[src/rtl/tcvr_pkg.sv]
`timescale 1ns/1ps
package tcvr_pkg;

  // Source picked for a driven side
  typedef enum logic {
    SRC_LIVE   = 1'b0,
    SRC_STORED = 1'b1
  } src_sel_e;

endpackage

[src/rtl/tcvr_capture_reg.sv]
`timescale 1ns/1ps
// Storage register loaded on a sampled low-to-high strobe transition
module tcvr_capture_reg #(
  parameter int W = 8
) (
  input  logic         clk,
  input  logic         rst,
  input  logic         strobe,
  input  logic [W-1:0] d,
  output logic [W-1:0] q
);

  logic strobe_q;
  logic load;

  assign load = strobe & ~strobe_q;

  always_ff @(posedge clk) begin
    if (rst) begin
      strobe_q <= 1'b1;   // a strobe already high at release is not an edge
      q        <= '0;
    end else begin
      strobe_q <= strobe;
      if (load) q <= d;
    end
  end

endmodule

[src/rtl/tcvr_path_mux.sv]
`timescale 1ns/1ps
module tcvr_path_mux
  import tcvr_pkg::*;
#(
  parameter int W = 8
) (
  input  src_sel_e     sel,
  input  logic [W-1:0] live,
  input  logic [W-1:0] stored,
  output logic [W-1:0] y
);

  always_comb begin
    unique case (sel)
      SRC_STORED: y = stored;
      default:    y = live;
    endcase
  end

endmodule

[src/rtl/tcvr_section.sv]
`timescale 1ns/1ps
module tcvr_section
  import tcvr_pkg::*;
#(
  parameter int W = 8
) (
  input  logic         clk,
  input  logic         rst,
  input  logic         cp_ab,
  input  logic         cp_ba,
  input  logic         sel_ab,
  input  logic         sel_ba,
  input  logic         oe_ab,
  input  logic         oe_ba_n,
  input  logic [W-1:0] a_in,
  input  logic [W-1:0] b_in,
  output logic [W-1:0] a_out,
  output logic [W-1:0] a_oe,
  output logic [W-1:0] b_out,
  output logic [W-1:0] b_oe
);

  logic         drive_a, drive_b;
  logic [W-1:0] reg_ab, reg_ba;
  logic [W-1:0] a_pin, b_pin;

  assign drive_b = oe_ab & ~rst;
  assign drive_a = ~oe_ba_n & ~rst;

  // Live data comes from the opposite external input only: no loop
  tcvr_path_mux #(.W(W)) i_mux_b (
    .sel    (src_sel_e'(sel_ab)),
    .live   (a_in),
    .stored (reg_ab),
    .y      (b_out)
  );

  tcvr_path_mux #(.W(W)) i_mux_a (
    .sel    (src_sel_e'(sel_ba)),
    .live   (b_in),
    .stored (reg_ba),
    .y      (a_out)
  );

  // Resolved pin value seen by each register
  assign a_pin = drive_a ? a_out : a_in;
  assign b_pin = drive_b ? b_out : b_in;

  tcvr_capture_reg #(.W(W)) i_reg_ab (
    .clk    (clk),
    .rst    (rst),
    .strobe (cp_ab),
    .d      (a_pin),
    .q      (reg_ab)
  );

  tcvr_capture_reg #(.W(W)) i_reg_ba (
    .clk    (clk),
    .rst    (rst),
    .strobe (cp_ba),
    .d      (b_pin),
    .q      (reg_ba)
  );

  assign a_oe = {W{drive_a}};
  assign b_oe = {W{drive_b}};

endmodule

[src/rtl/tcvr_dual.sv]
`timescale 1ns/1ps
module tcvr_dual #(
  parameter int SECT_W   = 8,
  parameter int NUM_SECT = 2,
  localparam int BUS_W   = SECT_W * NUM_SECT
) (
  input  logic                clk,
  input  logic                rst,
  input  logic [NUM_SECT-1:0] cp_ab,
  input  logic [NUM_SECT-1:0] cp_ba,
  input  logic [NUM_SECT-1:0] sel_ab,
  input  logic [NUM_SECT-1:0] sel_ba,
  input  logic [NUM_SECT-1:0] oe_ab,
  input  logic [NUM_SECT-1:0] oe_ba_n,
  input  logic [BUS_W-1:0]    a_in,
  input  logic [BUS_W-1:0]    b_in,
  output logic [BUS_W-1:0]    a_out,
  output logic [BUS_W-1:0]    a_oe,
  output logic [BUS_W-1:0]    b_out,
  output logic [BUS_W-1:0]    b_oe
);

  for (genvar s = 0; s < NUM_SECT; s++) begin : g_sect
    tcvr_section #(.W(SECT_W)) i_sect (
      .clk     (clk),
      .rst     (rst),
      .cp_ab   (cp_ab[s]),
      .cp_ba   (cp_ba[s]),
      .sel_ab  (sel_ab[s]),
      .sel_ba  (sel_ba[s]),
      .oe_ab   (oe_ab[s]),
      .oe_ba_n (oe_ba_n[s]),
      .a_in    (a_in[s*SECT_W +: SECT_W]),
      .b_in    (b_in[s*SECT_W +: SECT_W]),
      .a_out   (a_out[s*SECT_W +: SECT_W]),
      .a_oe    (a_oe[s*SECT_W +: SECT_W]),
      .b_out   (b_out[s*SECT_W +: SECT_W]),
      .b_oe    (b_oe[s*SECT_W +: SECT_W])
    );
  end

endmodule

[config.mk]
export PLATFORM = sky130hd
export DESIGN_NAME = tcvr_dual
export DESIGN_NICKNAME = d
export VERILOG_FILES = /design/src/rtl/tcvr_pkg.sv /design/src/rtl/tcvr_capture_reg.sv /design/src/rtl/tcvr_path_mux.sv /design/src/rtl/tcvr_section.sv /design/src/rtl/tcvr_dual.sv
export SDC_FILE = /design/constraint.sdc
export NUM_CORES = 1
export LEC_CHECK = 0
export ABC_CLOCK_PERIOD_IN_PS = 1100
export BUFFER_PORTS_ARGS = -buffer_cell sky130_fd_sc_hd__buf_2
export CAP_MARGIN = 10
export CORE_MARGIN = 2
export CORE_UTILIZATION = 45
export DETAILED_ROUTE_END_ITERATION = 12
export PLACE_DENSITY = 0.78
export RECOVER_POWER = 100
export SLEW_MARGIN = 20
export SYNTH_ARGS = -nofsm -noshare
export SYNTH_HDL_FRONTEND = slang
export SYNTH_HIERARCHICAL = 1
export SYNTH_SLANG_ARGS = --single-unit
[constraint.sdc]
create_clock -name clk -period 1.1 [get_ports clk]
set_input_delay 0.055 -clock clk [delete_from_list [all_inputs] [get_ports clk]]
set_output_delay 0.055 -clock clk [all_outputs]
set_load 0.02 [all_outputs]
======== After elaboration in Yosys (flattened, before gate mapping) ========
Cells that the tools add are included.
word-level totals
  flip-flop bits (word level) ............. 36
  output and inout bits ................... 64
cells by class
  multiplexer cells ....................... 8
  bitwise gates (word level) .............. 15
operators with widths
  cell           count
  $mux W8        8
  $and A1 B1 Y1  8
  $not A1 Y1     7

======== Logic depth before layout (Yosys ltp) ========
  depth after elaboration ................. 3
  mapped depth ............................ 5
  gate-level depth less buffers ........... 4

======== Modules after synthesis ========
The synthesis kept the hierarchy.
by module, submodules not included
  module            times used  cells an instance  area each (um2)  seq. area each (um2)
  tcvr_capture_reg  4           36                 392.9            180.2
  tcvr_section      2           36                 370.4            0.0
  tcvr_path_mux     4           9                  131.4            0.0

======== Worst setup path after synthesis ========
No wires, ideal clock.
  path type ............................... register to register
  start point ............................. register g_sect[0].i_sect.i_reg_ab.q[1]
  end point ............................... register g_sect[0].i_sect.i_reg_ba.q[1]
  data arrival time ....................... 999 ps
  data required time ...................... 984 ps
  setup slack ............................. -15 ps
  stages on the path, launching flop included .. 5
  path buffers ............................ 0
  cells stage by stage .................... dfxtp_1 mux2_4 mux2_4 nand4bb_1 o21ai_2
on the way
  cells in the longest elaborated chain, start to end .. 2
RTL lines
  element                        RTL line                RTL
  from (decl)                    tcvr_capture_reg.sv:10  output logic [W-1:0] q
  from (signal assigned)         tcvr_capture_reg.sv:21  q <= '0;
  from (signal assigned)         tcvr_capture_reg.sv:24  if (load) q <= d;
  $mux W8                        tcvr_path_mux.sv:14     unique case (sel)
  via b_out[1]                   tcvr_dual.sv:19         output logic [BUS_W-1:0] b_out,
  $mux W8                        tcvr_section.sv:47      assign b_pin = drive_b ? b_out : b_in;
  via g_sect[0].i_sect.b_pin[1]  tcvr_section.sv:25      logic [W-1:0] a_pin, b_pin;
  to (signal assigned)           tcvr_capture_reg.sv:21
  to (signal assigned)           tcvr_capture_reg.sv:24
  to (decl)                      tcvr_capture_reg.sv:10
The timed path passes the listed nets, and every way through them passes these cells.
A chain may end at the register's enable or synchronous reset.

======== Final worst setup path ========
  start point ............................. register g_sect[1].i_sect.i_reg_ba.q[0]
  end point ............................... output a_out[8]
on the way
  cells in the longest elaborated chain, start to end .. 1
RTL lines
  element                 RTL line                RTL
  from (decl)             tcvr_capture_reg.sv:10
  from (signal assigned)  tcvr_capture_reg.sv:21
  from (signal assigned)  tcvr_capture_reg.sv:24
  $mux W8                 tcvr_path_mux.sv:14
  to (decl)               tcvr_dual.sv:17         output logic [BUS_W-1:0] a_out,
Every way passes these cells.

==> summary.md <==
| Metric | Value |
|---|---|
| Min cycle time layout | `1.19 ns` |
| Area delta synth->final | `33.0%` |
| Num CTS Buffers | `5` |
| Avg Synthesized Cell Area | `11.3 um2` |
| IO Port Bufs | `roughly 110` |
| R2R setup slack | `-0.09 ns` |
| Slew of the pin with the lowest slew margin | `0.504 ns` |
| Final WS setup | `-0.0939 ns` |
| WP buf/inv | `2` |
| Critical path data arrival time | `1.14 ns` |
| Pre-CTS setup slack | `-0.152 ns` |
| CP delay by family, top | `flip-flops` |
| Async SR Flop Fraction | `0` |
| Total Power | `3.74 mW` |
| Total gr overflow | `0` |
| Post-synth cell types | `15` |
| CTS tree | `built` |
| Clock-pin transition on the worst setup and hold timing paths | `0.08 ns` |
| Cell Area, Placed | `0.00333 mm2` |
| Total Wirelength | `8.33 mm` |
| Final #Nets | `398` |
| Reg2reg path depth | `4` |
| Final Skew | `roughly 0.006 ns` |
| HPWL Detailed | `5.33 mm` |
| Ys flop type | `dfxtp_1` |
| Worst Setup End Kind | `primary output` |
| Hold WC Path Type | `input port to flop` |
| Clock root cell | `clkbuf_8` |
| Final core utilization | `0.630` |
| Final period util | `1.09` |
| Initial core utilization | `0.474` |
| Final instance area | `0.00377 mm2` |
| Max_cap viols | `0` |
| Boundary Pins | `110` |
| Clock Path Buffers | `2` |
| Die Width | `~83 um` |
| Count leader, synth | `mux2_4` |
| Number of global-route vias before repair | `between 2k and 2.5k` |
| Filler cell count | `421` |
| Syn nets | `298` |
| Core area | `between 0.005 and 0.006 mm2` |
| # rows | `28` |
| Post-synth top cells | `mux2_4 (48), dfxtp_1 (36), buf_4 (32), nand2b_1 (32), nand4bb_1 (32)` |
| Peak supply drop | `around 530 uV` |
| Die ar. | `0.00696 mm2` |
| Final Hold Viols | `0` |
| RSZ-0062 raised after global routing | `yes` |
| Ant. Diodes | `0` |
| Top achievable clock speed | `838 MHz` |
| P_leak | `1.81 nW` |
| Post-synth EDFFs | `0` |
| Stages on the worst setup path | `3` |
| Routed wire length per instance | `19.5 um` |
| Number of remaining DRC errors | `0` |
| Final Max Slew Viols | `0` |
| H-tree levels | `2` |
| Worst stage delay on the critical path | `0.33 ns` |
| Routability cong. | `0.937` |
| Fin Setup TNS | `-2.59 ns` |
| Status | `finished with violations` |
| Pre-antenna DRT Iters | `4` |
| Clock sink count | `36` |
| Area contributors post-synth | `dfxtp_1 (25%), mux2_4 (25%), nand4bb_1 (13%)` |
| Crit path launch | `g_sect[1].i_sect/i_reg_ba/q[0]$_SDFFE_PP0P_` |
| RR Endpoint | `g_sect[1].i_sect/i_reg_ba/q[0]$_SDFFE_PP0P_` |
| Crit path cell chain | `mux2_4, buf_6, buf_6` |
| Worst r2r src | `g_sect[1].i_sect/i_reg_ab/q[0]$_SDFFE_PP0P_` |
| Via count | `around 2.4k` |
| Global-route wire length before repair | `about 13 mm` |
| Clock Latency Late Sink | `0.29 ns` |
| Critical path data required time | `1.04 ns` |
| Initial DRC count | `151` |
| Yosys warns | `6` |
| Relative max-transition margin | `0.664` |
| GRT Total Usage | `0.225` |
| Post-synthesis sequential area ratio | `0.254` |
| Startpoint type of the worst setup path | `flop` |
| Largest net degree at the start of global routing | `35` |
| Setup violators final | `47` |
| Failing checks | `setup timing` |
| Share of post-route cells with drive strength above 1 | `0.734` |
| Chip Height | `83.4 um` |
| Worst path most repeated cell | `buf_6` |
| Mapped cell area | `0.00284 mm2` |
| Top-area cell type share of the netlist area | `0.254` |
| Hold buffers post-CTS | `0` |
| Initial antenna violation count | `0` |
| Synthesis-stage register bit count | `36` |
| Synthesized instance count | `252` |
| Worst-path fanout max | `2` |
| Slowest cell on the critical path | `dfxtp_2` |
| Worst Setup EP | `a_out[8]` |
| Area leader, netlist | `dfxtp_1` |
| Hold Path Depth | `2` |
| Vias per cell | `about 5.5` |
| Crit Path Class | `flop to primary output` |
| Pwr dens | `991 mW/mm2` |
| Antenna-violating nets left | `0` |
[worst register-to-register path: cells and delay by family (launching register included)]
kind             cells  cell delay (ns)
flip-flops           1             0.32
AND/OR/NAND/NOR      1             0.11
AO/OA/AOI/OAI        1             0.10
multiplexers         2             0.54
[layer usage]
metal | share of wire | track usage
met1 | 0.42 | 0.281
met3 | 0.052 | 0.0338
met2 | 0.51 | 0.394
met4 | 0.021 | 0.0748
met5 | 0 | 0
[cells by family after synthesis]
logic type | count (synthesis) | synth area share
compound gates | 32 | 0.0723
buf+inv | 44 | 0.118
flops | 36 | 0.254
mux | 64 | 0.317
simple gates | 76 | 0.238
[cell usage in the layout (no fill, tap or decap), drive strengths merged]
| cell type | n |
|---|---|
| o21ai | 32 |
| and2b | 4 |
| nand4bb | 32 |
| buf | 116 |
| nand2b | 34 |
| nor2 | 2 |
| dfxtp | 36 |
| or2 | 4 |
| mux2 | 64 |
| clkbuf | 27 |
| inv | 2 |
[how the worst min path moves through the flow]
stage / to / start
floorplan: g_sect[0].i_sect/i_reg_ab/strobe_q$_SDFF_PP1_ / cp_ab[0]
global placement: g_sect[0].i_sect/i_reg_ab/strobe_q$_SDFF_PP1_ / cp_ab[0]
detailed placement: g_sect[1].i_sect/i_reg_ab/strobe_q$_SDFF_PP1_ / cp_ab[1]
CTS: g_sect[1].i_sect/i_reg_ab/strobe_q$_SDFF_PP1_ / cp_ab[1]
global route: g_sect[1].i_sect/i_reg_ab/strobe_q$_SDFF_PP1_ / cp_ab[1]
finish: g_sect[1].i_sect/i_reg_ab/strobe_q$_SDFF_PP1_ / cp_ab[1]
[state kept, by name, summed over array words and instances (netlist names)]
signal,count
g_sect.i_sect/i_reg_ab/q,16
g_sect.i_sect/i_reg_ab/strobe_q,2
g_sect.i_sect/i_reg_ba/q,16
g_sect.i_sect/i_reg_ba/strobe_q,2
[report_power, final]
group	leakage [nW]	internal (mW)	switching, mW
combinational	1.46	0.707	0.622
sequential	0.308	1.36	0.0420
clock	0.0455	0.512	0.499
total	1.81	2.58	1.16
[final cells by class]
type	instances	area [um2]	area share
clock buffers	8	90.1	0.0239
repair buffers	135	988	0.262
multi-input cells	172	1830	0.486
inverters	2	7.51	0.00199
well taps	75	93.8	0.0249
flip-flops and latches	36	759	0.201
[what timing repair did]
action	in CTS	in global routing
setup endpoints to repair	49	64
resized for setup	87	32
setup buffers	4	2
[per-stage QoR]
stage | std cells | hold WS, ns
after floorplan | 252 | 0.162
after global placement | 414 | 0.411
after detailed placement | 414 | 0.409
after CTS | 426 | 0.121
after global routing | 428 | 0.122
final | 428 | 0.127
Note: power is estimated with default switching activity, not from simulation.
